--- config.mk ---
export PLATFORM = sky130hd
export DESIGN_NAME = fan_tach_meter
export DESIGN_NICKNAME = d
export VERILOG_FILES = /design/src/rtl/fan_tach_pkg.sv /design/src/rtl/tach_sync.sv /design/src/rtl/tach_trig_sel.sv /design/src/rtl/tach_prescaler.sv /design/src/rtl/fan_tach_meter.sv
export SDC_FILE = /design/constraint.sdc
export NUM_CORES = 1
export LEC_CHECK = 0
export CAP_MARGIN = 20
export CORE_UTILIZATION = 55
export DETAILED_ROUTE_END_ITERATION = 8
export GPL_TIMING_DRIVEN = 0
export PLACE_DENSITY_LB_ADDON = 0.1
export SLEW_MARGIN = 25
export SYNTH_ARGS = -nofsm -noshare
export SYNTH_HDL_FRONTEND = slang
export SYNTH_SLANG_ARGS = --single-unit
--- constraint.sdc ---
create_clock -name clk -period 6.08 [get_ports clk]
set_clock_uncertainty 0.1 [all_clocks]
set_input_delay 0.912 -clock clk [delete_from_list [all_inputs] [get_ports clk]]
set_output_delay 0.912 -clock clk [all_outputs]
set_load 0.02 [all_outputs]
--- src/rtl/fan_tach_pkg.sv ---
package fan_tach_pkg;

    localparam int CNT_W    = 20;
    localparam int WORD_W   = 32;
    localparam int SRC_W    = 3;

    typedef enum logic [1:0] {
        ST_IDLE,
        ST_WAIT_FIRST,
        ST_SPAN_A,
        ST_SPAN_B
    } meas_state_e;

    typedef struct packed {
        logic             done;
        logic [CNT_W-1:0] count;
    } tach_result_t;

    function automatic logic [WORD_W-1:0] pack_word(input tach_result_t r);
        logic [WORD_W-1:0] w;
        w = '0;
        w[WORD_W-1]  = r.done;
        w[CNT_W-1:0] = r.count;
        return w;
    endfunction

endpackage

--- src/rtl/tach_sync.sv ---
module tach_sync #(
    parameter int NCH = 16
) (
    input  logic           clk,
    input  logic           rst,
    input  logic [NCH-1:0] raw,
    output logic [NCH-1:0] rise
);
    for (genvar i = 0; i < NCH; i++) begin : g_ch
        logic s1, s2, s3;
        always_ff @(posedge clk) begin
            if (rst) begin
                s1 <= 1'b0;
                s2 <= 1'b0;
                s3 <= 1'b0;
            end else begin
                s1 <= raw[i];
                s2 <= s1;
                s3 <= s2;
            end
        end
        assign rise[i] = s2 & ~s3;
    end
endmodule

--- src/rtl/tach_trig_sel.sv ---
module tach_trig_sel #(
    parameter int NCH   = 16,
    parameter int IDX_W = 4
) (
    input  logic             clk,
    input  logic             rst,
    input  logic [NCH-1:0]   trig,
    input  logic [NCH-1:0]   en,
    output logic             start,
    output logic [IDX_W-1:0] sel
);
    logic [NCH-1:0] trig_q;
    logic [NCH-1:0] cand;

    always_ff @(posedge clk) begin
        if (rst) trig_q <= '0;
        else     trig_q <= trig;
    end

    assign cand  = trig & ~trig_q & en;
    assign start = |cand;

    // lowest index wins: scan downward so the last hit is the smallest
    always_comb begin
        sel = '0;
        for (int i = NCH - 1; i >= 0; i--) begin
            if (cand[i]) sel = IDX_W'(i);
        end
    end
endmodule

--- src/rtl/tach_prescaler.sv ---
module tach_prescaler #(
    parameter int CODE_W = 2
) (
    input  logic              clk,
    input  logic              rst,
    input  logic              clr,
    input  logic              run,
    input  logic [CODE_W-1:0] code,
    output logic              tick
);
    localparam int PRE_W = 3 + 2 * ((1 << CODE_W) - 1);

    logic [PRE_W-1:0] cnt_q;
    logic [PRE_W-1:0] limit;

    assign limit = (PRE_W'(4) << {code, 1'b0}) - PRE_W'(1);
    assign tick  = run && (cnt_q == limit);

    always_ff @(posedge clk) begin
        if (rst || clr || !run)  cnt_q <= '0;
        else if (cnt_q == limit) cnt_q <= '0;
        else                     cnt_q <= cnt_q + PRE_W'(1);
    end
endmodule

--- src/rtl/fan_tach_meter.sv ---
module fan_tach_meter
    import fan_tach_pkg::*;
#(
    parameter int NCH    = 16,
    parameter int CODE_W = 2,
    parameter int TMO_W  = 16
) (
    input  logic              clk,
    input  logic              rst,
    input  logic [NCH-1:0]    tach_in,
    input  logic [NCH-1:0]    chan_en,
    input  logic [NCH-1:0]    trig,
    input  logic [CODE_W-1:0] div_code,
    input  logic [2*NCH-1:0]  src_lo,
    input  logic [NCH-1:0]    src_hi,
    output logic [31:0]       result_word,
    output logic              busy,
    output logic [2:0]        meas_src
);
    localparam int IDX_W = (NCH > 1) ? $clog2(NCH) : 1;

    logic [NCH-1:0]   rise_vec;
    logic             start;
    logic [IDX_W-1:0] sel;
    logic             tick;

    meas_state_e      state_q;
    logic [IDX_W-1:0] ch_q;
    logic [CNT_W-1:0] cnt_q;
    logic [CNT_W-1:0] cnt_next;
    logic [TMO_W-1:0] tmo_q;
    tach_result_t     res_q;
    logic [SRC_W-1:0] src_q;
    logic             edge_now;
    logic             counting;

    tach_sync #(.NCH(NCH)) u_sync (
        .clk  (clk),
        .rst  (rst),
        .raw  (tach_in),
        .rise (rise_vec)
    );

    tach_trig_sel #(.NCH(NCH), .IDX_W(IDX_W)) u_trig (
        .clk   (clk),
        .rst   (rst),
        .trig  (trig),
        .en    (chan_en),
        .start (start),
        .sel   (sel)
    );

    tach_prescaler #(.CODE_W(CODE_W)) u_pre (
        .clk  (clk),
        .rst  (rst),
        .clr  (start),
        .run  (busy),
        .code (div_code),
        .tick (tick)
    );

    assign busy     = (state_q != ST_IDLE);
    assign edge_now = rise_vec[ch_q];
    assign counting = (state_q == ST_SPAN_A) || (state_q == ST_SPAN_B);
    assign cnt_next = cnt_q + CNT_W'(tick && counting && (cnt_q != '1));

    always_ff @(posedge clk) begin
        if (rst) begin
            state_q <= ST_IDLE;
            ch_q    <= '0;
            cnt_q   <= '0;
            tmo_q   <= '0;
            res_q   <= '0;
            src_q   <= '0;
        end else if (start) begin
            state_q <= ST_WAIT_FIRST;
            ch_q    <= sel;
            cnt_q   <= '0;
            tmo_q   <= '0;
            res_q   <= '0;
            src_q   <= {src_hi[sel], src_lo[{sel, 1'b0} +: 2]};
        end else if (busy) begin
            if ((state_q == ST_SPAN_B) && edge_now) begin
                state_q     <= ST_IDLE;
                res_q.done  <= 1'b1;
                res_q.count <= cnt_next;
            end else if (tick && (tmo_q == '1)) begin
                state_q     <= ST_IDLE;
                res_q.done  <= 1'b1;
                res_q.count <= '0;
            end else begin
                tmo_q <= tmo_q + TMO_W'(tick);
                cnt_q <= cnt_next;
                if (edge_now) begin
                    case (state_q)
                        ST_WAIT_FIRST: state_q <= ST_SPAN_A;
                        ST_SPAN_A:     state_q <= ST_SPAN_B;
                        default:       state_q <= state_q;
                    endcase
                end
            end
        end
    end

    assign result_word = pack_word(res_q);
    assign meas_src    = src_q;
endmodule

==> impl_results.md <==
- Mean Syn Cell Area: 8.88 um^2
- Worst hold path type: reg -> reg
- Compound-Gate Fraction of Synth Area: 8.35%
- TNS Setup: 0 ns
- Minimum clock period: about 4.1 ns
- Max Slew Vio Count: 0
- Post-synth top area cell: dfxtp_1
- Reg2reg path depth: 15
- Synth top area share: 45.3%
- Layout cells sized above 1: under 10%
- Gate Count Post-Synth: 692
- CTS tree: done
- GRT overflow: 0
- Full die area: ~12000 um^2
- Clock transition at the registers of the reported paths: approximately 0.060 ns
- # Post-CTS Setup Buffers: 0
- Fin crit share: 67.3%
- DR vias: around 5.3k
- Clk sinks: approximately 140
- Initial antenna violation count: 0
- RSZ-0062 raised after global routing: no
- Worst Path Arrival: roughly 4.4 ns
- Post-Synth XOR/XNOR Area: 7.84%
- Design Area, Final: 8210 um^2
- Antenna viol nets, final: 0
- Sequential-to-total area share from yosys stat: 45.3%
- I/O Buffers: 124
- Max IR drop VDD: 0.306 mV
- Core Util, Final: between 70% and 80%
- DP Area: 7600 um^2
- Metal1 wirelength: 5990 um
- Detail-routed via count per cell: 5.30
- Met3 WL: 654 um
- Average wire per cell in the routed design: 14.2 um
- Die extent in y: 108 um
- # resized after CTS: 0
- Pwr Total: roughly 2.2 mW
- Starting Density: between 50% and 60%
- Clock tree buffer depth: 2
- EDFF count, synth: 0
- Async S/R FF share, synth: 0%
- Simple-gate area share of the yosys netlist: 27.8%
- Area contributors post-synth: dfxtp_1 (45%), nor2b_1 (8.5%), nor2_1 (6.6%), xnor2_1 (4.4%), xor2_1 (3.4%)
- Pre-CTS setup slack: around 1.6 ns
- DPL Wire Length: 10500 um
- Flop-to-flop setup slack: 2.47 ns
- Pre-antenna DRT Iters: 5
- Syn. warnings: 0
- Row cnt: 38
- Worst-Skew Late Latency: 0.53 ns
- Setup violators final: 0
- Fmax: 0.244 GHz
- Outcome: complete, no violations
- Top Ports: 136
- Layout Nets: 950
- Core box area: 10800 um^2
- Netlist Area Pre-Place: a little over 6000 um^2
- Vias in the first global route: between 5k and 6k
- Largest family of logic cells by synthesized area: simple AND/OR/NAND/NOR gates
- Met2 Wirelength: 7150 um
- Worst hold path cell count: 1
- Final Wtd Congestion: 0.878
- Cts hold-fix bufs: 0
- Leak: 2.99 nW
- Routed WL: 14200 um
- Slew HR: 41.9%
- Synth-to-layout area growth: 33.6%
- Critical path required time: 6.42 ns
- DRC Markers: 0
- Worst setup SP type: input pin
- Post-synthesis mux area share: under 10%
- Root buf cell: clkbuf_8
- Synth Register Bits: ~140
- Post-Layout Cell Count: 998
- Largest net degree at the start of global routing: 17
- Die Width: 108 um
- DR top layer: met4
- Max-Cap Viols: 0
- Synth Area in Adders: approximately 1.0%
- Final worst slack: 1.99 ns
- CP max FO: 7
- Post-synth top flop: dfxtp_1
- Inst Count DP: 966
- CP Class: in -> reg
- H-tree lvl count: 4
- Fin Hold WS: about 0.34 ns
- Worst slew pin tran: 0.868 ns
- Crit. End Element: flop
- First-pass GRT wire length: 23800 um
- P per Cell Area: 273 nW/um^2
- DR iter-0 viols: 303
- Gr usage total: between 20% and 30%
- Final hold violation count: 0
- TritonCTS buffer count: 17
- Diode count: 0
- Unique cell type count in the Yosys netlist: 56
==> cells in the final DEF (no fill, tap or decap), types with 13 or more instances in the layout <==
cell             instances
a21oi_1                 18
a31oi_1                 20
and3_1                  13
buf_4                   13
clkbuf_1                19
clkbuf_16               16
clkdlybuf4s50_1        124
dfxtp_1                139
inv_1                   13
mux2i_1                 18
nand2_1                 54
nand3_1                 14
nand4_1                 14
nor2_1                 108
nor2b_1                 83
xnor2_1                 31
xor2_1                  24
==> sequential cells by signal (all words and copies together), names as in the netlist, 4 cells and up <==
register,cells
tmo_q,16
cnt_q,20
u_trig.trig_q,16
ch_q,4
u_sync.g_ch.s1,16
u_sync.g_ch.s3,16
result_word,21
u_sync.g_ch.s2,16
u_pre.cnt_q,9
==> path summary, 6_finish.rpt <==
check,from,end
max reg2reg,u_pre.cnt_q[2],result_word[18]
min,u_sync.g_ch[5].s1,u_sync.g_ch[5].s2
min reg2reg,u_sync.g_ch[5].s1,u_sync.g_ch[5].s2
max,div_code[0],result_word[18]
==> kinds of logic after synthesis <==
logic type / count (synthesis)
multiplexers: 27
XOR/XNOR: 55
adder cells (fa/ha/maj): 5
AND/OR/NAND/NOR: 334
AO/OA/AOI/OAI: 78
other: 1
flip-flops: 139
buffers and inverters: 53
==> cell type report <==
cell class              instances  area (um^2)
well taps                     140          175
repair buffers                124         1240
fillers                       762         2630
flip-flops and latches        139         2780
inverters                      13         48.8
multi-input cells             510         3140
clock buffers                  18          428
plain buffers                  40          205
clock inverters                14          184
==> power breakdown <==
group | internal, mW | switching [mW]
Sequential | 0.936 | 0.0100
Combinational | 0.133 | 0.112
Clock | 0.645 | 0.409
Total | 1.71 | 0.530
==> worst max-delay path, cell delays in order <==
cell,delay [ns]
clkdlybuf4s50_1,0.47
a2bb2oi_1,0.17
o31ai_1,0.22
o2111ai_1,0.29
nor2_1,0.18
ha_1,0.21
ha_1,0.22
nand3_1,0.19
nor3_1,0.38
and3_1,0.28
nand3_1,0.25
nor2_1,0.19
xor2_1,0.18
nor2_1,0.06
a211oi_1,0.22
==> per-layer routing <==
metal  track usage [%]  vias up
li1                  -     2642
met1              30.8     2475
met2              45.3      143
met3              5.99       32
met4              13.2        0
met5                 0        -
==> Yosys cell counts (3+ instances only) <==
master and instances:
a31oi_1 20, mux4_2 5, a21oi_1 18, xnor2_1 31
nand3_1 14, nor3_1 12, ha_1 5, and3b_1 4
o21a_1 4, o21ai_0 8, o211ai_1 4, nor2_1 108
inv_1 13, nand3_2 3, clkbuf_1 19, or3_1 4
buf_1 3, mux2i_1 18, nor2b_1 83, nand3b_1 7
mux2_2 4, nand2_1 54, buf_4 13, and3_1 13
nor4_1 3, xor2_1 24, buf_2 4, nand4_1 14
dfxtp_1 139
Power figures use the tool's default switching activity.
